$ cat src/rtl/gpio_evt_pkg.sv
package gpio_evt_pkg;

  localparam int FSEL_IDX_W = 3;
  localparam logic [2:0] FN_OUTPUT = 3'd1;

  typedef enum logic [2:0] {
    RD_NONE, RD_FSEL, RD_LEVEL, RD_STATUS, RD_RISE, RD_FALL, RD_HIGH, RD_LOW
  } rdSel_e;

  typedef struct packed {
    logic                  fselWe;
    logic [FSEL_IDX_W-1:0] fselIdx;
    logic                  setWe;
    logic                  clrWe;
    logic                  statWe;
    logic                  riseWe;
    logic                  fallWe;
    logic                  highWe;
    logic                  lowWe;
    logic                  bank;
    rdSel_e                rdSel;
  } strobe_t;

endpackage

$ cat src/rtl/gpio_evt_ctrl.sv
module gpio_evt_ctrl
  import gpio_evt_pkg::*;
#(
  parameter int NUM_PINS = 54,
  parameter int ADDR_W   = 8
) (
  input  logic [ADDR_W-1:0] busAddr,
  input  logic              busWr,
  output strobe_t           strb
);
  localparam int NUM_FSEL   = (NUM_PINS + 9) / 10;
  localparam int BASE_SET   = 7;
  localparam int BASE_CLR   = 10;
  localparam int BASE_LEV   = 13;
  localparam int BASE_STAT  = 16;
  localparam int BASE_RISE  = 19;
  localparam int BASE_FALL  = 22;
  localparam int BASE_HIGH  = 25;
  localparam int BASE_LOW   = 28;

  logic unusedAddrBits;
  assign unusedAddrBits = &{1'b0, busAddr[1:0]};

  int wordIdx;

  function automatic logic hitPair(input int w, input int base);
    return (w == base) || (w == base + 1);
  endfunction

  always_comb begin
    wordIdx = int'(busAddr[ADDR_W-1:2]);
    strb = '0;
    strb.rdSel = RD_NONE;
    if (wordIdx < NUM_FSEL) begin
      strb.rdSel   = RD_FSEL;
      strb.fselIdx = FSEL_IDX_W'(wordIdx);
      strb.fselWe  = busWr;
    end else if (hitPair(wordIdx, BASE_SET)) begin
      strb.bank  = (wordIdx == BASE_SET + 1);
      strb.setWe = busWr;
    end else if (hitPair(wordIdx, BASE_CLR)) begin
      strb.bank  = (wordIdx == BASE_CLR + 1);
      strb.clrWe = busWr;
    end else if (hitPair(wordIdx, BASE_LEV)) begin
      strb.bank  = (wordIdx == BASE_LEV + 1);
      strb.rdSel = RD_LEVEL;
    end else if (hitPair(wordIdx, BASE_STAT)) begin
      strb.bank   = (wordIdx == BASE_STAT + 1);
      strb.rdSel  = RD_STATUS;
      strb.statWe = busWr;
    end else if (hitPair(wordIdx, BASE_RISE)) begin
      strb.bank   = (wordIdx == BASE_RISE + 1);
      strb.rdSel  = RD_RISE;
      strb.riseWe = busWr;
    end else if (hitPair(wordIdx, BASE_FALL)) begin
      strb.bank   = (wordIdx == BASE_FALL + 1);
      strb.rdSel  = RD_FALL;
      strb.fallWe = busWr;
    end else if (hitPair(wordIdx, BASE_HIGH)) begin
      strb.bank   = (wordIdx == BASE_HIGH + 1);
      strb.rdSel  = RD_HIGH;
      strb.highWe = busWr;
    end else if (hitPair(wordIdx, BASE_LOW)) begin
      strb.bank  = (wordIdx == BASE_LOW + 1);
      strb.rdSel = RD_LOW;
      strb.lowWe = busWr;
    end
  end
endmodule

$ cat src/rtl/gpio_evt_datapath.sv
module gpio_evt_datapath
  import gpio_evt_pkg::*;
#(
  parameter int NUM_PINS = 54,
  parameter int DATA_W   = 32
) (
  input  logic                 clk,
  input  logic                 rstN,
  input  strobe_t              strb,
  input  logic [DATA_W-1:0]    busWdata,
  input  logic                 busRd,
  output logic [DATA_W-1:0]    busRdData,
  input  logic [NUM_PINS-1:0]  pinIn,
  output logic [NUM_PINS-1:0]  pinOut,
  output logic [NUM_PINS-1:0]  pinOe,
  output logic [(NUM_PINS+DATA_W-1)/DATA_W-1:0] irqBank
);
  localparam int NUM_BANKS = (NUM_PINS + DATA_W - 1) / DATA_W;
  localparam int FIELDS    = DATA_W / 3;

  logic [NUM_PINS-1:0] bankMask, selBit;
  logic [NUM_PINS-1:0] outLatch, riseEn, fallEn, highEn, lowEn, status;
  logic [NUM_PINS-1:0] syncA, syncB, prevB, evNow;
  logic [2:0]          fselCode [NUM_PINS];
  logic [DATA_W-1:0]   rdWord;

  // Per-pin bank decode and function slot.
  for (genvar p = 0; p < NUM_PINS; p++) begin : gPin
    logic [2:0] code;
    assign bankMask[p] = (int'(strb.bank) == p / DATA_W);
    assign selBit[p]   = bankMask[p] & busWdata[p % DATA_W];
    always_ff @(posedge clk) begin
      if (!rstN) code <= 3'd0;
      else if (strb.fselWe && int'(strb.fselIdx) == p / FIELDS)
        code <= busWdata[(p % FIELDS)*3 +: 3];
    end
    assign fselCode[p] = code;
    assign pinOe[p]    = (code == FN_OUTPUT);
  end

  // Input synchronizer plus one cycle of history for edge finding.
  always_ff @(posedge clk) begin
    if (!rstN) begin
      syncA <= '0; syncB <= '0; prevB <= '0;
    end else begin
      syncA <= pinIn; syncB <= syncA; prevB <= syncB;
    end
  end

  assign evNow = (riseEn & syncB & ~prevB) | (fallEn & ~syncB & prevB)
               | (highEn & syncB) | (lowEn & ~syncB);

  always_ff @(posedge clk) begin
    if (!rstN) begin
      outLatch <= '0; riseEn <= '0; fallEn <= '0;
      highEn   <= '0; lowEn  <= '0; status <= '0;
    end else begin
      outLatch <= (outLatch | (strb.setWe ? selBit : '0))
                & ~(strb.clrWe ? selBit : '0);
      if (strb.riseWe) riseEn <= (riseEn & ~bankMask) | selBit;
      if (strb.fallWe) fallEn <= (fallEn & ~bankMask) | selBit;
      if (strb.highWe) highEn <= (highEn & ~bankMask) | selBit;
      if (strb.lowWe)  lowEn  <= (lowEn  & ~bankMask) | selBit;
      status <= (status & ~(strb.statWe ? selBit : '0)) | evNow;
    end
  end

  assign pinOut = outLatch;

  always_comb begin
    irqBank = '0;
    for (int p = 0; p < NUM_PINS; p++) irqBank[p / DATA_W] = irqBank[p / DATA_W] | status[p];
  end

  function automatic logic [DATA_W-1:0] pickBank(input logic [NUM_PINS-1:0] v, input logic b);
    logic [DATA_W-1:0] w;
    w = '0;
    for (int p = 0; p < NUM_PINS; p++)
      if (p / DATA_W == int'(b)) w[p % DATA_W] = v[p];
    return w;
  endfunction

  always_comb begin
    rdWord = '0;
    case (strb.rdSel)
      RD_FSEL: begin
        for (int p = 0; p < NUM_PINS; p++)
          if (p / FIELDS == int'(strb.fselIdx)) rdWord[(p % FIELDS)*3 +: 3] = fselCode[p];
      end
      RD_LEVEL:  rdWord = pickBank(syncB,  strb.bank);
      RD_STATUS: rdWord = pickBank(status, strb.bank);
      RD_RISE:   rdWord = pickBank(riseEn, strb.bank);
      RD_FALL:   rdWord = pickBank(fallEn, strb.bank);
      RD_HIGH:   rdWord = pickBank(highEn, strb.bank);
      RD_LOW:    rdWord = pickBank(lowEn,  strb.bank);
      default:   rdWord = '0;
    endcase
  end

  always_ff @(posedge clk) begin
    if (!rstN) busRdData <= '0;
    else if (busRd) busRdData <= rdWord;
  end

  // Set word raises every selected latch on the next edge.
  assert_set_drives_R2: assert property (@(posedge clk) disable iff (!rstN)
    strb.setWe |=> ((outLatch & $past(selBit)) == $past(selBit)));

  // Clear word lowers every selected latch on the next edge.
  assert_clr_drives_R3: assert property (@(posedge clk) disable iff (!rstN)
    strb.clrWe |=> ((outLatch & $past(selBit)) == '0));

  // A status bit only turns on when a detector fired in the cycle before.
  assert_status_source_R5: assert property (@(posedge clk) disable iff (!rstN)
    !strb.fselWe |=> ((status & ~$past(status) & ~$past(evNow)) == '0));

  // A write of ones clears those bits unless an event arrived together.
  assert_w1c_R8: assert property (@(posedge clk) disable iff (!rstN)
    strb.statWe |=> ((status & $past(selBit) & ~$past(evNow)) == '0));

  // Bits beyond the last pin never read back as one.
  assert_pad_zero_R11: assert property (@(posedge clk) disable iff (!rstN)
    (busRd && strb.bank && strb.rdSel != RD_FSEL && strb.rdSel != RD_NONE)
      |=> (busRdData[DATA_W-1:NUM_PINS-DATA_W] == '0));
endmodule

$ cat src/rtl/gpio_event_bank.sv
module gpio_event_bank
  import gpio_evt_pkg::*;
#(
  parameter int NUM_PINS = 54,
  parameter int DATA_W   = 32,
  parameter int ADDR_W   = 8
) (
  input  logic                clk,
  input  logic                rstN,
  input  logic [ADDR_W-1:0]   busAddr,
  input  logic                busWr,
  input  logic [DATA_W-1:0]   busWdata,
  input  logic                busRd,
  output logic [DATA_W-1:0]   busRdData,
  input  logic [NUM_PINS-1:0] pinIn,
  output logic [NUM_PINS-1:0] pinOut,
  output logic [NUM_PINS-1:0] pinOe,
  output logic [(NUM_PINS+DATA_W-1)/DATA_W-1:0] irqBank
);
  strobe_t strb;

  gpio_evt_ctrl #(.NUM_PINS(NUM_PINS), .ADDR_W(ADDR_W)) uCtrl (
    .busAddr(busAddr), .busWr(busWr), .strb(strb)
  );

  gpio_evt_datapath #(.NUM_PINS(NUM_PINS), .DATA_W(DATA_W)) uData (
    .clk(clk), .rstN(rstN), .strb(strb), .busWdata(busWdata), .busRd(busRd),
    .busRdData(busRdData), .pinIn(pinIn), .pinOut(pinOut), .pinOe(pinOe),
    .irqBank(irqBank)
  );

  // Write-only set and clear words read back as zero.
  assert_setclr_read_zero_R11: assert property (@(posedge clk) disable iff (!rstN)
    (busRd && (busAddr[ADDR_W-1:2] == 7 || busAddr[ADDR_W-1:2] == 8 ||
               busAddr[ADDR_W-1:2] == 10 || busAddr[ADDR_W-1:2] == 11))
      |=> (busRdData == '0));
endmodule

$ cat config.mk
export PLATFORM = sky130hd
export DESIGN_NAME = gpio_event_bank
export DESIGN_NICKNAME = d
export VERILOG_FILES = /design/src/rtl/gpio_evt_pkg.sv /design/src/rtl/gpio_evt_ctrl.sv /design/src/rtl/gpio_evt_datapath.sv /design/src/rtl/gpio_event_bank.sv
export SDC_FILE = /design/constraint.sdc
export NUM_CORES = 2
export LEC_CHECK = 0
export BUFFER_PORTS_ARGS = -buffer_cell sky130_fd_sc_hd__buf_2
export CAP_MARGIN = 40
export CORE_MARGIN = 2
export CORE_UTILIZATION = 45
export DETAILED_ROUTE_END_ITERATION = 10
export SETUP_SLACK_MARGIN = 0.3
export SYNTH_ARGS = -nofsm -noshare
export SYNTH_HDL_FRONTEND = slang
export SYNTH_HIERARCHICAL = 1
export SYNTH_SLANG_ARGS = --single-unit
$ cat constraint.sdc
create_clock -name clk -period 4.4 [get_ports clk]
set_input_delay 0.88 -clock clk [delete_from_list [all_inputs] [get_ports clk]]
set_output_delay 0.88 -clock clk [all_outputs]
set_load 0.005 [all_outputs]
# Word level (Yosys, flattened, before mapping)
# Index checks and enable logic that the tools add are counted.
dict set report totals {
  ff_bits 680
  word_cells 577
  in_bits 98
  output_inout_bits 142
}
dict set report classes {
  order_cmp 1
  n_eq_ne 87
  n_reduce_logical 15
  bitwise 133
  muxes 277
}
# cell n
set op_table {}
lappend op_table {{54-bit bitwise AND} 12}
lappend op_table {{54-bit bitwise OR} 9}
lappend op_table {{54-bit inverter} 5}
lappend op_table {{30-bit case mux with 7 select lines} 1}
lappend op_table {{1-bit 2-to-1 mux} 201}
lappend op_table {{3-bit 2-to-1 mux} 58}
lappend op_table {{3-bit by 1-bit equality test with 1-bit output, second input constant} 55}
lappend op_table {{54-bit 2-to-1 mux} 3}
lappend op_table {{6-bit equality test, second input constant} 10}
lappend op_table {{1-bit bitwise AND} 54}
lappend op_table {{1-bit bitwise OR} 52}
lappend op_table {{6-bit by 5-bit equality test with 1-bit output, second input constant} 5}
lappend op_table {{4-bit 2-to-1 mux} 7}
lappend op_table {{3-bit equality test, second input constant} 8}
lappend op_table {{5-bit 2-to-1 mux} 3}
lappend op_table {{3-bit equality test, first input constant} 4}
lappend op_table {{2-bit case mux with 6 select lines} 1}
lappend op_table {{3-bit by 2-bit equality test with 1-bit output, second input constant} 3}
lappend op_table {{1-bit logical OR} 8}
lappend op_table {{8-bit 2-to-1 mux} 1}
lappend op_table {{6-bit by 4-bit equality test with 1-bit output, second input constant} 1}
lappend op_table {{1-bit logical AND} 6}
lappend op_table {{6-bit by 3-bit less-than comparator with 1-bit output, second input constant} 1}
lappend op_table {{6-bit 2-to-1 mux} 1}
lappend op_table {{other kinds (4)} 4}

# Longest topological paths before layout
dict set report depth {
  ltp_word 31
  ltp_mapped 12
  mapped_depth_nobuf 7
}

# Modules after synthesis
# Netlist, hierarchy kept.
# module instances seq_area_each_um2 cells_per_inst area_per_inst_um2
set modules_own_cells {}
lappend modules_own_cells {gpio_evt_datapath 1 13613.1 3461 28783.9}
lappend modules_own_cells {gpio_evt_ctrl 1 0.0 62 375.4}

# Worst setup path before layout
# No wires, ideal clock.
dict set report synth_timing {
  path_type {input to register}
  start {in busAddr[4]}
  end {reg uData.busRdData[6]}
  n_path_buf 4
  arrival_time_ps 2726
  slack_ps 1547
  setup_time_ps 127
  required_ps 4273
  cell_stages 10
  cell_sequence {buf_6 or4_1 a31oi_1 buf_2 buf_2 buf_2 mux2i_1 nor2_1 nor4_1 a21oi_1}
}
# item line
set synth_rtl {}
lappend synth_rtl {{start: declaration} gpio_event_bank.sv:10} ;# input logic [ADDR_W-1:0] busAddr,
lappend synth_rtl {{end signal: assignment} gpio_evt_datapath.sv:102} ;# else if (busRd) busRdData <= rdWord;
lappend synth_rtl {{end: declaration} gpio_evt_datapath.sv:12} ;# output logic [DATA_W-1:0] busRdData,

# Worst setup path after layout
dict set report layout_timing {
  start {reg uData.status[51]}
  end {out irqBank[1]}
}
dict set report layout_via {
  elab_chain_cells 3
}
# item line
set layout_lines {}
lappend layout_lines {{start: declaration} gpio_evt_datapath.sv:22} ;# logic [NUM_PINS-1:0] outLatch, riseEn, fallEn, highEn, lowEn, status;
lappend layout_lines {{start signal: assignment} gpio_evt_datapath.sv:64} ;# status <= (status & ~(strb.statWe ? selBit : '0)) | evNow;
lappend layout_lines {{1-bit bitwise OR (3 in a row)} gpio_evt_datapath.sv:72} ;# for (int p = 0; p < NUM_PINS; p++) irqBank[p / DATA_W] = irqBank[p / DATA_W] | status[p];
lappend layout_lines {{end: declaration} gpio_event_bank.sv:18} ;# output logic [(NUM_PINS+DATA_W-1)/DATA_W-1:0] irqBank
# Every way passes these cells.

==> impl_summary.txt <==
----------------------------------------------------
[Clock network]
  Bufs on Longest Clock Path ... 3
  Number of clock sinks ... between 600 and 700
  Number of buffers added to fix hold violations after cts ... 0
  Total of cells resized after clock tree synthesis ... 0
  Setup fix buffers added after clock tree synthesis ... 0
  Clock tree root driver cell ... sky130_fd_sc_hd__clkbuf_16
  Clock slew at reported path FFs ... 0.06 ns
  TritonCTS clock tree ... built
  H-Tree Depth ... 3
  Insertion delay to the later sink of the worst-skew pair ... a little over 0.6 ns
  Num CTS Buffers ... 75

[Timing]
  Clock period minus worst slack ... approximately 3.4 ns
  Final setup violation count ... 0
  Worst setup margin ... 0.9900 ns
  Timing-limited maximum frequency ... 0.2933 GHz
  Final worst-path cycle share ... 77.50%
  Number of hold violations in the final report ... 0
  Tightest slew margin relative to the limit ... 44.50%
  Clock Skew ... around 0.032 ns
  Total Negative Setup Slacks ... 0 ns
  Setup repair after global routing missed its margin ... false
  Count of pins over their slew limit ... 0
  Worst slew pin tran ... about 0.83 ns

[Critical path]
  Path type of the worst setup path ... flop to primary output
  Worst endpoint data arrival time ... 2.53 ns
  Critical path startpoint category ... flop
  Crit end category ... primary output
  Maximum fanout along the worst path ... 3
  Critical path data required time ... around 3.5 ns

[Synth]
  Post-synthesis cell area ... about 30,000 um^2
  Number of synthesized flops with an enable pin ... 0
  Number of nets produced by synthesis ... 3,621
  Post-synthesis sequential element count ... 680
  Mean post-synth cell area ... 8.277 um^2
  Ys Warns ... 6
  Share of the yosys chip area belonging to registers ... 46.69%
  Most instantiated flip-flop cell in the synthesis netlist ... sky130_fd_sc_hd__dfxtp_1
  Async S/R FF share, synth ... 0%
  Number of unique standard cell types used by synthesis ... 68
  Number of cells produced by synthesis ... 3,523

[Floorplanning]
  Count of pins on the block boundary ... between 200 and 250
  Effective utilization at floorplan ... 45.40%
  Die Y ... 258.6 um
  Number of placement rows ... 93
  Core area ... approximately 64,000 um^2
  Die W ... approximately 260 um
  Die area ... about 67,000 um^2

[Drt]
  Via total after detailed routing ... about 26,000
  Drc violations ... 0
  First drt pass iteration count ... 6
  Routed WL ... 98,720 um
  Count of routing violations after the opening detailed-route iteration ... 2,470
  Wire length per cell ... between 20 and 25 um
  Average vias per placed instance ... 5.662
  Number of antenna-violating nets in the routed design ... 0

[Placement]
  Final RePlAce weighted congestion ... 0.8730
  Count of port buffers added during placement ... 237
  Cell Area, Placed ... 30,810 um^2
  DP HPWL ... 63,780 um
  Setup slack at placement ... 0.7492 ns

[Global routing]
  Pin count of the biggest net entering global routing ... roughly 110
  Wire length of the first global-routing pass ... 146,900 um
  Number of antenna violations at the first check in global routing ... 8
  Overall overflow remaining after global route ... 0
  All-Layer GR Usage ... around 29%
  Via count of the first global-routing pass ... 23,210

[Power]
  Total power of the final layout ... roughly 13 mW
  Worst vdd ir ... 0.2742 mV
  Switching pwr ... around 3.2 mW
  Leakage power summed over all cells ... 11.49 nW
  Share of total power in the clock network ... 47.3%
  Combinational share of power ... between 5 and 6%
  Internal power ... approximately 10 mW
  Power per cell area ... 404.2 nW/um^2
  Register share of total power ... between 40% and 50%
  Sw frac ... between 20% and 30%

[Cells and area]
  Register Area ... 13,610 um^2
  Post-route core utilization ... 51.82%
  Number of fill cells in the layout ... 6,159
  Synthesis-to-layout area growth ... 14.14%
  NumNets Final ... 3,698
  Share of final-layout standard cells stronger than drive strength 1 ... 13.81%
  Area of all placed cells without fillers ... 33,280 um^2
  Multi-input logic area ... 14,020 um^2

[Run]
  Max-capacitance violation count ... 0

[Min path]
  Classification of the worst-slack hold path ... flop to flop

[Outcome]
  Outcome ... completed

----------------------------------------------------
[cell usage in the layout (no fill, tap or decap), types with 11 or more instances in the layout]
cell type	instances
sky130_fd_sc_hd__clkbuf_1	18
sky130_fd_sc_hd__a31oi_1	44
sky130_fd_sc_hd__clkinv_2	12
sky130_fd_sc_hd__nor2_1	61
sky130_fd_sc_hd__o22ai_1	42
sky130_fd_sc_hd__o22ai_2	11
sky130_fd_sc_hd__buf_4	55
sky130_fd_sc_hd__a211oi_1	64
sky130_fd_sc_hd__nor3b_1	55
sky130_fd_sc_hd__nor2b_1	85
sky130_fd_sc_hd__o221ai_1	11
sky130_fd_sc_hd__nor3_1	22
sky130_fd_sc_hd__nand3_1	33
sky130_fd_sc_hd__clkbuf_16	77
sky130_fd_sc_hd__buf_12	16
sky130_fd_sc_hd__dfxtp_1	680
sky130_fd_sc_hd__mux2_2	29
sky130_fd_sc_hd__mux2i_1	151
sky130_fd_sc_hd__buf_2	236
sky130_fd_sc_hd__o21ai_0	63
sky130_fd_sc_hd__a21oi_1	578
sky130_fd_sc_hd__nor4_1	16
sky130_fd_sc_hd__inv_1	40
sky130_fd_sc_hd__a21o_1	32
sky130_fd_sc_hd__a311oi_1	22
sky130_fd_sc_hd__clkbuf_8	14
sky130_fd_sc_hd__nand2_1	847
sky130_fd_sc_hd__o2bb2ai_1	15
sky130_fd_sc_hd__and2_1	166
[power groups by stage]
stage	combinational (mW)	sequential, mW	clock [mW]
2_1_floorplan	0.502	6.43	0
3_3_place_gp	0.747	6.46	0
3_5_place_dp	0.751	6.46	0
4_1_cts	0.753	6.33	6.44
5_1_grt	0.810	6.33	6.70
6_report	0.762	6.33	6.36
[worst paths after layout]
| kind | startpoint | endpoint | slack (ns) | cells after the start |
|---|---|---|---|---|
| min | uData/syncA[37] | uData/syncB[37] | 0.43 | 1 |
| min reg2reg | uData/syncA[37] | uData/syncB[37] | 0.43 | 1 |
| max reg2reg | uData/gPin[33].code[2] | uData/busRdData[11] | 2.77 | 4 |
| max | uData/status[51] | irqBank[1] | 0.99 | 4 |
[layer usage]
layer,part of all wire (%),global-route usage [%],up-vias
met5,0.052,0,-
met4,2.0,7.386,8
met3,7.3,4.665,128
met2,45,43.75,954
met1,46,41.60,12240
li1,-,-,12220
[area by class of cell]
type                    instances  share of cell area (%)
inverters                      42                  0.4962
flip-flops and latches        680                   40.90
well taps                     855                   3.214
clock inverters                24                  0.8571
repair buffers                309                   5.831
clock buffers                 109                   6.571
diodes                          1                0.007519
multi-input cells            2492                   42.12
[synthesized netlist by cell type, types with 5 or more instances]
| library cell | number | share of area [%] |
|---|---|---|
| sky130_fd_sc_hd__a22o_1 | 10 | 0.30 |
| sky130_fd_sc_hd__buf_6 | 10 | 0.39 |
| sky130_fd_sc_hd__nand3_1 | 33 | 0.57 |
| sky130_fd_sc_hd__mux2i_1 | 151 | 5.2 |
| sky130_fd_sc_hd__a211oi_1 | 64 | 1.6 |
| sky130_fd_sc_hd__nor3b_1 | 55 | 1.4 |
| sky130_fd_sc_hd__nor4_1 | 17 | 0.36 |
| sky130_fd_sc_hd__o2bb2ai_1 | 15 | 0.45 |
| sky130_fd_sc_hd__o221ai_1 | 11 | 0.33 |
| sky130_fd_sc_hd__buf_2 | 93 | 1.6 |
| sky130_fd_sc_hd__nand3b_1 | 9 | 0.23 |
| sky130_fd_sc_hd__o22ai_2 | 11 | 0.47 |
| sky130_fd_sc_hd__nand2_1 | 847 | 11 |
| sky130_fd_sc_hd__nor2_1 | 62 | 0.80 |
| sky130_fd_sc_hd__a31oi_1 | 45 | 0.97 |
| sky130_fd_sc_hd__o21ai_1 | 5 | 0.086 |
| sky130_fd_sc_hd__a311oi_1 | 22 | 0.66 |
| sky130_fd_sc_hd__dfxtp_1 | 680 | 47 |
| sky130_fd_sc_hd__buf_4 | 27 | 0.70 |
| sky130_fd_sc_hd__nor3_1 | 23 | 0.39 |
| sky130_fd_sc_hd__inv_1 | 40 | 0.51 |
| sky130_fd_sc_hd__and2_1 | 166 | 3.6 |
| sky130_fd_sc_hd__nor2b_1 | 90 | 1.9 |
| sky130_fd_sc_hd__a32o_1 | 6 | 0.21 |
| sky130_fd_sc_hd__o22ai_1 | 42 | 0.90 |
| sky130_fd_sc_hd__o21ai_0 | 63 | 1.1 |
| sky130_fd_sc_hd__a21oi_1 | 580 | 10 |
| sky130_fd_sc_hd__nand2b_1 | 8 | 0.17 |
| sky130_fd_sc_hd__o32ai_1 | 6 | 0.18 |
| sky130_fd_sc_hd__a22oi_1 | 5 | 0.13 |
| sky130_fd_sc_hd__o211ai_1 | 10 | 0.26 |
| sky130_fd_sc_hd__buf_1 | 9 | 0.12 |
| sky130_fd_sc_hd__a21o_1 | 32 | 0.82 |
| sky130_fd_sc_hd__mux4_2 | 10 | 0.77 |
| sky130_fd_sc_hd__and3_1 | 9 | 0.19 |
| sky130_fd_sc_hd__mux2_2 | 29 | 1.1 |
| sky130_fd_sc_hd__clkbuf_1 | 169 | 2.2 |
| sky130_fd_sc_hd__o21bai_1 | 6 | 0.15 |
[metrics by stage]
stage / hold WS, ns / cells
after floorplan: 0.4119 / 3523
after global placement: 0.4139 / 4377
after detailed placement: 0.4169 / 4378
after CTS: 0.4315 / 4511
after global routing: 0.4420 / 4511
final: 0.4261 / 4512
[worst max-delay path, cell delays in order, from the launching register on]
cell and delay, ns:
sky130_fd_sc_hd__dfxtp_1 0.34, sky130_fd_sc_hd__nor4_1 0.67, sky130_fd_sc_hd__nand4_1 0.28, sky130_fd_sc_hd__or4_1 0.47, sky130_fd_sc_hd__buf_2 0.14
[kinds of logic after synthesis]
family,synth area share [%]
compound gates,19.03
buf+inv,5.527
mux,7.076
flops,46.69
simple gates,21.59
xor+xnor,0.09013
Power figures use the tool's default switching activity.
